## src/rtl/pxf_pkg.sv

```systemverilog
package pxf_pkg;
  localparam int CMP_W = 8;
  localparam int PIX_W = 2 * CMP_W;

  localparam logic [2:0] FMT_YC16  = 3'd0;
  localparam logic [2:0] FMT_YC8   = 3'd1;
  localparam logic [2:0] FMT_BT656 = 3'd2;
  localparam logic [2:0] FMT_RGB15 = 3'd3;
  localparam logic [2:0] FMT_RGB16 = 3'd4;

  localparam logic [CMP_W-1:0] CHROMA_LO = 8'd16;
  localparam logic [CMP_W-1:0] CHROMA_HI = 8'd240;
  localparam logic [CMP_W-1:0] BLANK_Y   = 8'h10;
  localparam logic [CMP_W-1:0] BLANK_C   = 8'h80;

  typedef struct packed {
    logic [CMP_W-1:0] y;
    logic [CMP_W-1:0] c;
    logic [CMP_W-1:0] r;
    logic [CMP_W-1:0] g;
    logic [CMP_W-1:0] b;
    logic             cr;
    logic             blank;
    logic             vbi;
    logic             hs;
    logic             vs;
  } pxf_sample_t;

  function automatic logic [CMP_W-1:0] limit_chroma(input logic [CMP_W-1:0] v);
    if (v < CHROMA_LO)      return CHROMA_LO;
    else if (v > CHROMA_HI) return CHROMA_HI;
    else                    return v;
  endfunction

  function automatic logic [CMP_W-1:0] protect_code(input logic [CMP_W-1:0] v);
    if (v == '0)      return 8'h01;
    else if (v == '1) return 8'hFE;
    else              return v;
  endfunction

  function automatic logic [PIX_W-1:0] pack555(input logic [CMP_W-1:0] r,
                                               input logic [CMP_W-1:0] g,
                                               input logic [CMP_W-1:0] b);
    return {1'b0, r[CMP_W-1 -: 5], g[CMP_W-1 -: 5], b[CMP_W-1 -: 5]};
  endfunction

  function automatic logic [PIX_W-1:0] pack565(input logic [CMP_W-1:0] r,
                                               input logic [CMP_W-1:0] g,
                                               input logic [CMP_W-1:0] b);
    return {r[CMP_W-1 -: 5], g[CMP_W-1 -: 6], b[CMP_W-1 -: 5]};
  endfunction
endpackage

```

## src/rtl/pxf_capture.sv

```systemverilog
module pxf_capture
  import pxf_pkg::*;
(
  input  logic        clk,
  input  logic        rst_n,
  input  logic        in_stb,
  input  pxf_sample_t in_smp,
  output pxf_sample_t smp_q,
  output logic        ph_q
);
  // ph_q = 0: first clock of a sample period, 1: second clock
  always_ff @(posedge clk) begin
    if (!rst_n) begin
      smp_q       <= '0;
      smp_q.blank <= 1'b1;
      ph_q        <= 1'b1;
    end else begin
      if (in_stb) smp_q <= in_smp;
      ph_q <= !in_stb;
    end
  end

  // the first half of a period only follows a strobe
  assert_phase_follows_strobe_R2: assert property (@(posedge clk) disable iff (!rst_n)
    !ph_q |-> $past(in_stb));
endmodule

```

## src/rtl/pxf_format.sv

```systemverilog
module pxf_format
  import pxf_pkg::*;
(
  input  logic [2:0]       fmt_sel,
  input  logic             ph,
  input  logic [CMP_W-1:0] y,
  input  logic [CMP_W-1:0] c,
  input  logic [CMP_W-1:0] r,
  input  logic [CMP_W-1:0] g,
  input  logic [CMP_W-1:0] b,
  input  logic             blank,
  input  logic             vbi,
  output logic [PIX_W-1:0] word
);
  logic             forced;
  logic [CMP_W-1:0] c_eff;
  logic [CMP_W-1:0] byte_sel;

  assign forced = blank && !vbi;
  assign c_eff  = blank ? c : limit_chroma(c);

  always_comb begin
    byte_sel = ph ? y : c_eff;
    if (forced) byte_sel = ph ? BLANK_Y : BLANK_C;
    else if (!blank && fmt_sel == FMT_BT656) byte_sel = protect_code(byte_sel);
  end

  always_comb begin
    case (fmt_sel)
      FMT_YC8, FMT_BT656: word = {byte_sel, {CMP_W{1'b0}}};
      FMT_RGB15:          word = forced ? '0 : pack555(r, g, b);
      FMT_RGB16:          word = forced ? '0 : pack565(r, g, b);
      default:            word = forced ? {BLANK_Y, BLANK_C} : {y, c_eff};
    endcase
  end

  // RGB formats drive zero during plain blanking
  always_comb begin
    if (forced && (fmt_sel == FMT_RGB15 || fmt_sel == FMT_RGB16))
      assert_rgb_blank_zero_R7: assert (word == '0);
  end
endmodule

```

## src/rtl/pxf_valid.sv

```systemverilog
module pxf_valid (
  input  logic blank,
  input  logic cr,
  input  logic ph,
  input  logic lat,
  input  logic dcyc,
  output logic dv_act
);
  logic slot_hit;
  // continuous mode, second-clock slot, or extra Cr slot in legacy mode
  assign slot_hit = lat || ph || (dcyc && cr);
  assign dv_act   = !blank && slot_hit;
endmodule

```

## src/rtl/pix_out_fmt.sv

```systemverilog
module pix_out_fmt
  import pxf_pkg::*;
(
  input  logic             clk,
  input  logic             rst_n,
  input  logic             in_stb,
  input  logic [CMP_W-1:0] in_y,
  input  logic [CMP_W-1:0] in_c,
  input  logic             in_cr,
  input  logic [CMP_W-1:0] in_r,
  input  logic [CMP_W-1:0] in_g,
  input  logic [CMP_W-1:0] in_b,
  input  logic             in_blank,
  input  logic             in_vbi,
  input  logic             in_hsync,
  input  logic             in_vsync,
  input  logic [2:0]       fmt_sel,
  input  logic             dv_lat,
  input  logic             dv_dcyc,
  input  logic             dv_pol,
  input  logic             vbi_pol,
  output logic [PIX_W-1:0] pix_out,
  output logic             dv_out,
  output logic             vbi_out,
  output logic             blank_out,
  output logic             hs_out,
  output logic             vs_out
);
  pxf_sample_t      in_smp;
  pxf_sample_t      smp_q;
  logic             ph_q;
  logic [PIX_W-1:0] word_nxt;
  logic             dv_act;
  logic             dv_raw_q;

  assign in_smp = '{y: in_y, c: in_c, r: in_r, g: in_g, b: in_b, cr: in_cr,
                    blank: in_blank, vbi: in_vbi, hs: in_hsync, vs: in_vsync};

  pxf_capture u_capture (
    .clk(clk), .rst_n(rst_n), .in_stb(in_stb), .in_smp(in_smp),
    .smp_q(smp_q), .ph_q(ph_q)
  );

  pxf_format u_format (
    .fmt_sel(fmt_sel), .ph(ph_q), .y(smp_q.y), .c(smp_q.c),
    .r(smp_q.r), .g(smp_q.g), .b(smp_q.b),
    .blank(smp_q.blank), .vbi(smp_q.vbi), .word(word_nxt)
  );

  pxf_valid u_valid (
    .blank(smp_q.blank), .cr(smp_q.cr), .ph(ph_q),
    .lat(dv_lat), .dcyc(dv_dcyc), .dv_act(dv_act)
  );

  always_ff @(posedge clk) begin
    if (!rst_n) begin
      pix_out   <= '0;
      dv_raw_q  <= 1'b0;
      dv_out    <= 1'b0;
      vbi_out   <= 1'b0;
      blank_out <= 1'b1;
      hs_out    <= 1'b0;
      vs_out    <= 1'b0;
    end else begin
      pix_out   <= word_nxt;
      dv_raw_q  <= dv_act;
      dv_out    <= dv_pol ? dv_act : !dv_act;
      vbi_out   <= vbi_pol ? smp_q.vbi : !smp_q.vbi;
      blank_out <= smp_q.blank;
      hs_out    <= smp_q.hs;
      vs_out    <= smp_q.vs;
    end
  end

  assert_no_valid_in_blank_R9: assert property (@(posedge clk) disable iff (!rst_n)
    blank_out |-> !dv_raw_q);

  assert_continuous_valid_R11: assert property (@(posedge clk) disable iff (!rst_n)
    ($past(dv_lat) && !blank_out) |-> dv_raw_q);

  assert_sync_delay_R2: assert property (@(posedge clk) disable iff (!rst_n)
    $past(in_stb, 2) |-> (hs_out == $past(in_hsync, 2) && vs_out == $past(in_vsync, 2)));

  assert_chroma_range_R3: assert property (@(posedge clk) disable iff (!rst_n)
    ($past(fmt_sel) == FMT_YC16 && !blank_out) |->
      (pix_out[CMP_W-1:0] >= CHROMA_LO && pix_out[CMP_W-1:0] <= CHROMA_HI));
endmodule

```

## config.mk

```make
export PLATFORM = sky130hd
export DESIGN_NAME = pix_out_fmt
export DESIGN_NICKNAME = d
export VERILOG_FILES = /design/src/rtl/pxf_pkg.sv /design/src/rtl/pxf_capture.sv /design/src/rtl/pxf_format.sv /design/src/rtl/pxf_valid.sv /design/src/rtl/pix_out_fmt.sv
export SDC_FILE = /design/constraint.sdc
export NUM_CORES = 1
export LEC_CHECK = 0
export ABC_AREA = 1
export BUFFER_PORTS_ARGS = -buffer_cell sky130_fd_sc_hd__buf_2
export CORE_ASPECT_RATIO = 0.8
export CORE_MARGIN = 2
export CORE_UTILIZATION = 55
export CTS_CLUSTER_SIZE = 20
export DETAILED_ROUTE_END_ITERATION = 16
export HOLD_SLACK_MARGIN = 0.15
export PLACE_DENSITY = 0.8
export RECOVER_POWER = 50
export SKIP_CTS_REPAIR_TIMING = 1
export SLEW_MARGIN = 20
export SYNTH_ARGS = -nofsm -noshare
export SYNTH_HDL_FRONTEND = slang
export SYNTH_HIERARCHICAL = 1
export SYNTH_SLANG_ARGS = --single-unit
```

## constraint.sdc

```tcl
create_clock -name clk -period 2.45 [get_ports clk]
set_input_delay 0.49 -clock clk [delete_from_list [all_inputs] [get_ports clk]]
set_output_delay 0.49 -clock clk [all_outputs]
set_load 0.05 [all_outputs]
```

==> impl_metrics.json, run 1 <==
{
  "setup_ws_ns": 0.570,
  "first_iter_violations": 221,
  "ir_worst_vdd_mv": 0.517,
  "synth_nets": 503,
  "path_clk_slew_ns": 0.06,
  "whs_path_depth": 3,
  "p_leak_nw": 1.95,
  "antenna_cells": 0,
  "num_vias": 2740,
  "slew_violations": 0,
  "syn_area_um2": 2940,
  "numCtsBuffers": 9,
  "clock_latency_ns": 0.34,
  "maxCapViolCount": 0,
  "multiInputGateArea_um2": 1280,
  "worstSetupPathType": "register to register",
  "groute.usage.overall_pct": 23.3,
  "nFillCells": 491,
  "cp_max_fo": 26,
  "core_area_um2": 5060,
  "antenna_found_initial": 0,
  "fmax_mhz": 532,
  "ioPinCount": 76,
  "avgSynthCellArea_um2": 6.56,
  "dieWidth_um": 85.7,
  "place_ws_ns": 0.650,
  "start_util_pct": 58.0,
  "clockRootBuffer": "clkbuf_8",
  "endpoint_kind": "register",
  "port_buffers": 67,
  "post_route_cells_drive_above_1_share_pct": 19.3,
  "register_area_um2": 1180,
  "grt_pass1_wl_mm": 10.8,
  "die_y_um": 69.4,
  "nets": 563,
  "clock_path_buffers": 2,
  "drt.antenna.violating_nets": 0,
  "hold_violations": 0,
  "min_period_over_period_pct": 76.7,
  "arrival_ns": 2.10,
  "drc": 0,
  "worst_pin_slew_ns": 1.11,
  "tns_ns": 0,
  "status": "complete, no violations",
  "grt_pass1_vias": 2329,
  "setup_violations": 0,
  "cts.sinks": 59,
  "wl_mm": 6.63,
  "grt_start_max_net_pins": 60,
  "crit_required_ns": 2.67,
  "viasPerCell": 4.77,
  "fin_worst_skew_ns": 0.00886,
  "ys_warn_count": 6,
  "start_kind": "register",
  "ff2ff_path_depth": 9,
  "rows": 23,
  "wl_per_cell_um": 11.6,
  "rsz0062_at_grt": "no",
  "relSlewSlack_pct": 26.1,
  "syn_to_final_growth_pct": 14.6,
  "gp_congestion": 0.902,
  "dieArea_um2": 5950,
  "hold_class": "input pin to register",
  "dpl.hpwl_mm": 4.84,
  "overflow": 0,
  "postSynthCellCount": 448,
  "power_density_nw_per_um2": 663,
  "fin_crit_ns": 1.88,
  "cts_tree": "built",
  "dr.pass1.iters": 5,
  "cts_max_level": 3
}
-- sequential cells by signal, summed over array words and instances, names as in the netlist --
register and flops:
blank_out 1, dv_out 1, hs_out 1, pix_out 16
u_capture/ph_q 1, u_capture/smp_q 37, vbi_out 1, vs_out 1
-- per-stage QoR --
| stage | std cells | instance area (µm²) | util, % | hold slack [ns] | total power, mW |
|---|---|---|---|---|---|
| 6_report | 574 | 3370 | 66.5 | 0.370 | 2.23 |
| 5_1_grt | 574 | 3370 | 66.5 | 0.372 | 2.34 |
| 4_1_cts | 574 | 3370 | 66.6 | 0.356 | 2.25 |
| 3_5_place_dp | 559 | 3190 | 63.0 | 0.428 | 1.45 |
| 3_3_place_gp | 559 | 3190 | 63.0 | 0.425 | 1.44 |
| 2_1_floorplan | 448 | 2940 | - | 0.414 | 1.36 |
-- final timing paths --
check / start / to / slack, ns
setup / recovery: u_capture/smp_q[3]$_SDFFE_PN1P_ / pix_out[10]$_SDFF_PN0_ / 0.57
hold / removal: in_blank / u_capture/smp_q[3]$_SDFFE_PN1P_ / 0.37
setup reg to reg: u_capture/smp_q[3]$_SDFFE_PN1P_ / pix_out[10]$_SDFF_PN0_ / 0.57
hold reg to reg: u_capture/smp_q[1]$_SDFFE_PN0P_ / hs_out$_SDFF_PN0_ / 0.44
-- layer usage --
layer / track usage [%] / up-vias / part of all wire, %
met3: 6.43 / 15 / 6.6
met4: 6.88 / 0 / 1.9
met2: 34.2 / 97 / 42
met5: 0 / - / 0
met1: 33.3 / 1167 / 49
li1: - / 1461 / -
-- critical path: stages (launching register included) --
cell and delay [ns]:
dfxtp_1 0.45, inv_1 0.16, nor2_2 0.27, inv_2 0.25
nand2_1 0.22, inv_1 0.09, nand2_1 0.07, nand4_1 0.12
nand2_1 0.08, inv_1 0.05
-- layout by cell type, fill, tap and decap left out, types with 3 or more instances in the layout --
master	count
nor2_2	3
clkbuf_8	12
inv_1	70
nand2_1	139
o21ai_0	9
dfxtp_1	59
buf_2	67
nand4_1	7
nand2_4	3
nand3_1	25
nor2_1	89
-- final cells by class --
type	count	area share [%]
flip-flops and latches	59	35.1
clock inverters	2	0.297
repair buffers	69	10.7
clock buffers	13	5.02
multi-input cells	295	38.1
well taps	62	2.30
inverters	74	8.47
-- where the power goes --
part           internal, mW  leakage (nW)  switching (mW)
Clock                 0.441        0.0953           0.361
Combinational         0.119          1.36           0.249
Sequential             1.02         0.488          0.0437
Power figures use the tool's default switching activity.
==> run 2: changes to the inputs <==
CORE_UTILIZATION = 49   (was 55)
PLACE_DENSITY = 0.76   (was 0.8)
clock period = 1.6 ns   (was 2.45 ns; I/O delays follow)
==> impl_metrics.json, run 2 (synthesis results as in run 1) <==
{
  "status": "complete, no violations",
  "core_area_um2": 5850,
  "net-switching-power_mw": 1.03,
  "maxCapViolCount": 0,
  "fin_crit_ns": 1.53,
  "ir_worst_vdd_mv": 0.658,
  "worstSetupPathType": "register to register",
  "num_vias": 2727,
  "grt_pass1_wl_mm": 10.9,
  "clock_path_buffers": 2,
  "max_stage_delay_ns": 0.42,
  "cts.sinks": 59,
  "clockRootBuffer": "clkbuf_8",
  "ioPinCount": 76,
  "hold_class": "input pin to register",
  "cts_max_level": 3,
  "grt_pass1_vias": 2398,
  "hold_violations": 0,
  "dpl.hpwl_mm": 4.81,
  "sequentialPowerShare_pct": 43.5,
  "cts_tree": "built",
  "p_leak_nw": 2.00,
  "dr.pass1.iters": 5,
  "numCtsBuffers": 9,
  "syn_to_final_growth_pct": 19.4,
  "reg_top3": "u_capture/smp_q (37), pix_out (16)",
  "drt.antenna.violating_nets": 0,
  "arrival_ns": 1.82,
  "gp_congestion": 0.919,
  "dp.cells": 584,
  "finalPower_mw": 3.74,
  "viasPerCell": 4.54,
  "p_int_mw": 2.72,
  "mostFrequentLayoutCells": "nand2_1, nor2_1, inv_1",
  "start_util_pct": 50.2,
  "antenna_found_initial": 0,
  "relSlewSlack_pct": 19.8,
  "crit_chain": "nor2_1 -> nand3_2 -> nand2_1 -> o21ai_0 -> o21ai_0 -> nand2_1 -> nand2_1 -> nand3_1 -> nand2_1 -> inv_1",
  "rows": 25,
  "crit_family": "simple AND/OR/NAND/NOR gates",
  "slew_violations": 0,
  "path_clk_slew_ns": 0.06,
  "wl_per_cell_um": 10.9,
  "drc": 0,
  "combPwrFrac_pct": 15.7,
  "wl_mm": 6.56,
  "min_period_over_period_pct": 95.4,
  "first_iter_violations": 121,
  "nets": 570,
  "die_y_um": 73.3,
  "fmax_mhz": 655,
  "critPathBufInv": 1,
  "largest_register_ffs": 37,
  "cp_max_fo": 6,
  "tns_ns": 0,
  "layout_commonest_cell": "nand2_1",
  "antenna_cells": 0,
  "port_buffers": 67,
  "grt_start_max_net_pins": 76,
  "post_route_cells_drive_above_1_share_pct": 22.1,
  "start_kind": "register",
  "power_density_nw_per_um2": 1070,
  "worst_pin_slew_ns": 1.20,
  "clock_latency_ns": 0.34,
  "final_cell_area_um2": 3510,
  "overflow": 0,
  "endpoint_kind": "register",
  "setup_violations": 0,
  "clkPwrFrac_pct": 40.8,
  "swShare_pct": 27.4,
  "fin_worst_skew_ns": 0.00789,
  "slowest_stage": "dfxtp_1",
  "groute.usage.overall_pct": 21.0,
  "placed_cell_area_um2": 3270,
  "dieWidth_um": 90.6,
  "critPathMostFrequentCell": "nand2_1",
  "post-route-util_pct": 60.0,
  "layout.cells.non_filler": 601,
  "dieArea_um2": 6630,
  "rsz0062_at_grt": "yes",
  "crit_required_ns": 1.89,
  "top_register": "u_capture/smp_q"
}
run 2: changes by cell type in the layout (fill, tap and decap cells not counted), moves of 2 or more:
cell / change
nand2_1: -2
nand2_2: +2
dfxtp_2: +2
dfxtp_1: -3
buf_4: +6
bufinv_16: +2
run 2: layout make-up:
cell class	count	area, µm²
tap	81	101
multi-input combinational	295	1300
timing repair buffer	76	409
clock inverter	5	75.1
inverter	74	288
sequential	59	1190
fill	574	2340
clock buffer	11	151
run 2: worst paths after layout:
check | cells past startpoint | start | slack, ns | to
worst max-delay path | 10 | u_capture/smp_q[34]$_SDFFE_PN0P_ | 0.07 | pix_out[8]$_SDFF_PN0_
worst min-delay path | 3 | in_blank | 0.19 | u_capture/smp_q[3]$_SDFFE_PN1P_
worst max register to register | 10 | u_capture/smp_q[34]$_SDFFE_PN0P_ | 0.07 | pix_out[8]$_SDFF_PN0_
worst min register to register | 2 | u_capture/smp_q[0]$_SDFFE_PN0P_ | 0.44 | vs_out$_SDFF_PN0_
run 2: stage by stage:
| step | setup slack [ns] | hold WS [ns] |
|---|---|---|
| global route | -0.0337 | 0.188 |
| finish | 0.0741 | 0.189 |
| global placement | 0.0670 | 0.424 |
| floorplan | 0.293 | 0.414 |
| detailed placement | 0.0505 | 0.430 |
| CTS | 0.0806 | 0.182 |
run 2: power by group through the flow:
| stage | sequential, mW | combinational [mW] | clock, mW |
|---|---|---|---|
| 2_1_floorplan | 1.73 | 0.353 | 0 |
| 3_3_place_gp | 1.65 | 0.573 | 0 |
| 3_5_place_dp | 1.66 | 0.583 | 0 |
| 4_1_cts | 1.63 | 0.584 | 1.55 |
| 5_1_grt | 1.64 | 0.658 | 1.62 |
| 6_report | 1.63 | 0.587 | 1.53 |
run 2: routing by layer:
| layer | GRT usage [%] | routed length, µm |
|---|---|---|
| met1 | 28.4 | 3340 |
| met2 | 32.0 | 2760 |
| met3 | 5.85 | 377 |
| met4 | 8.72 | 93 |
| met5 | 0 | 0 |
run 2: tightest hold or removal path, cell delays in order:
cell	delay [ns]
buf_2	0.08
nand2_1	0.04
nand3_1	0.06
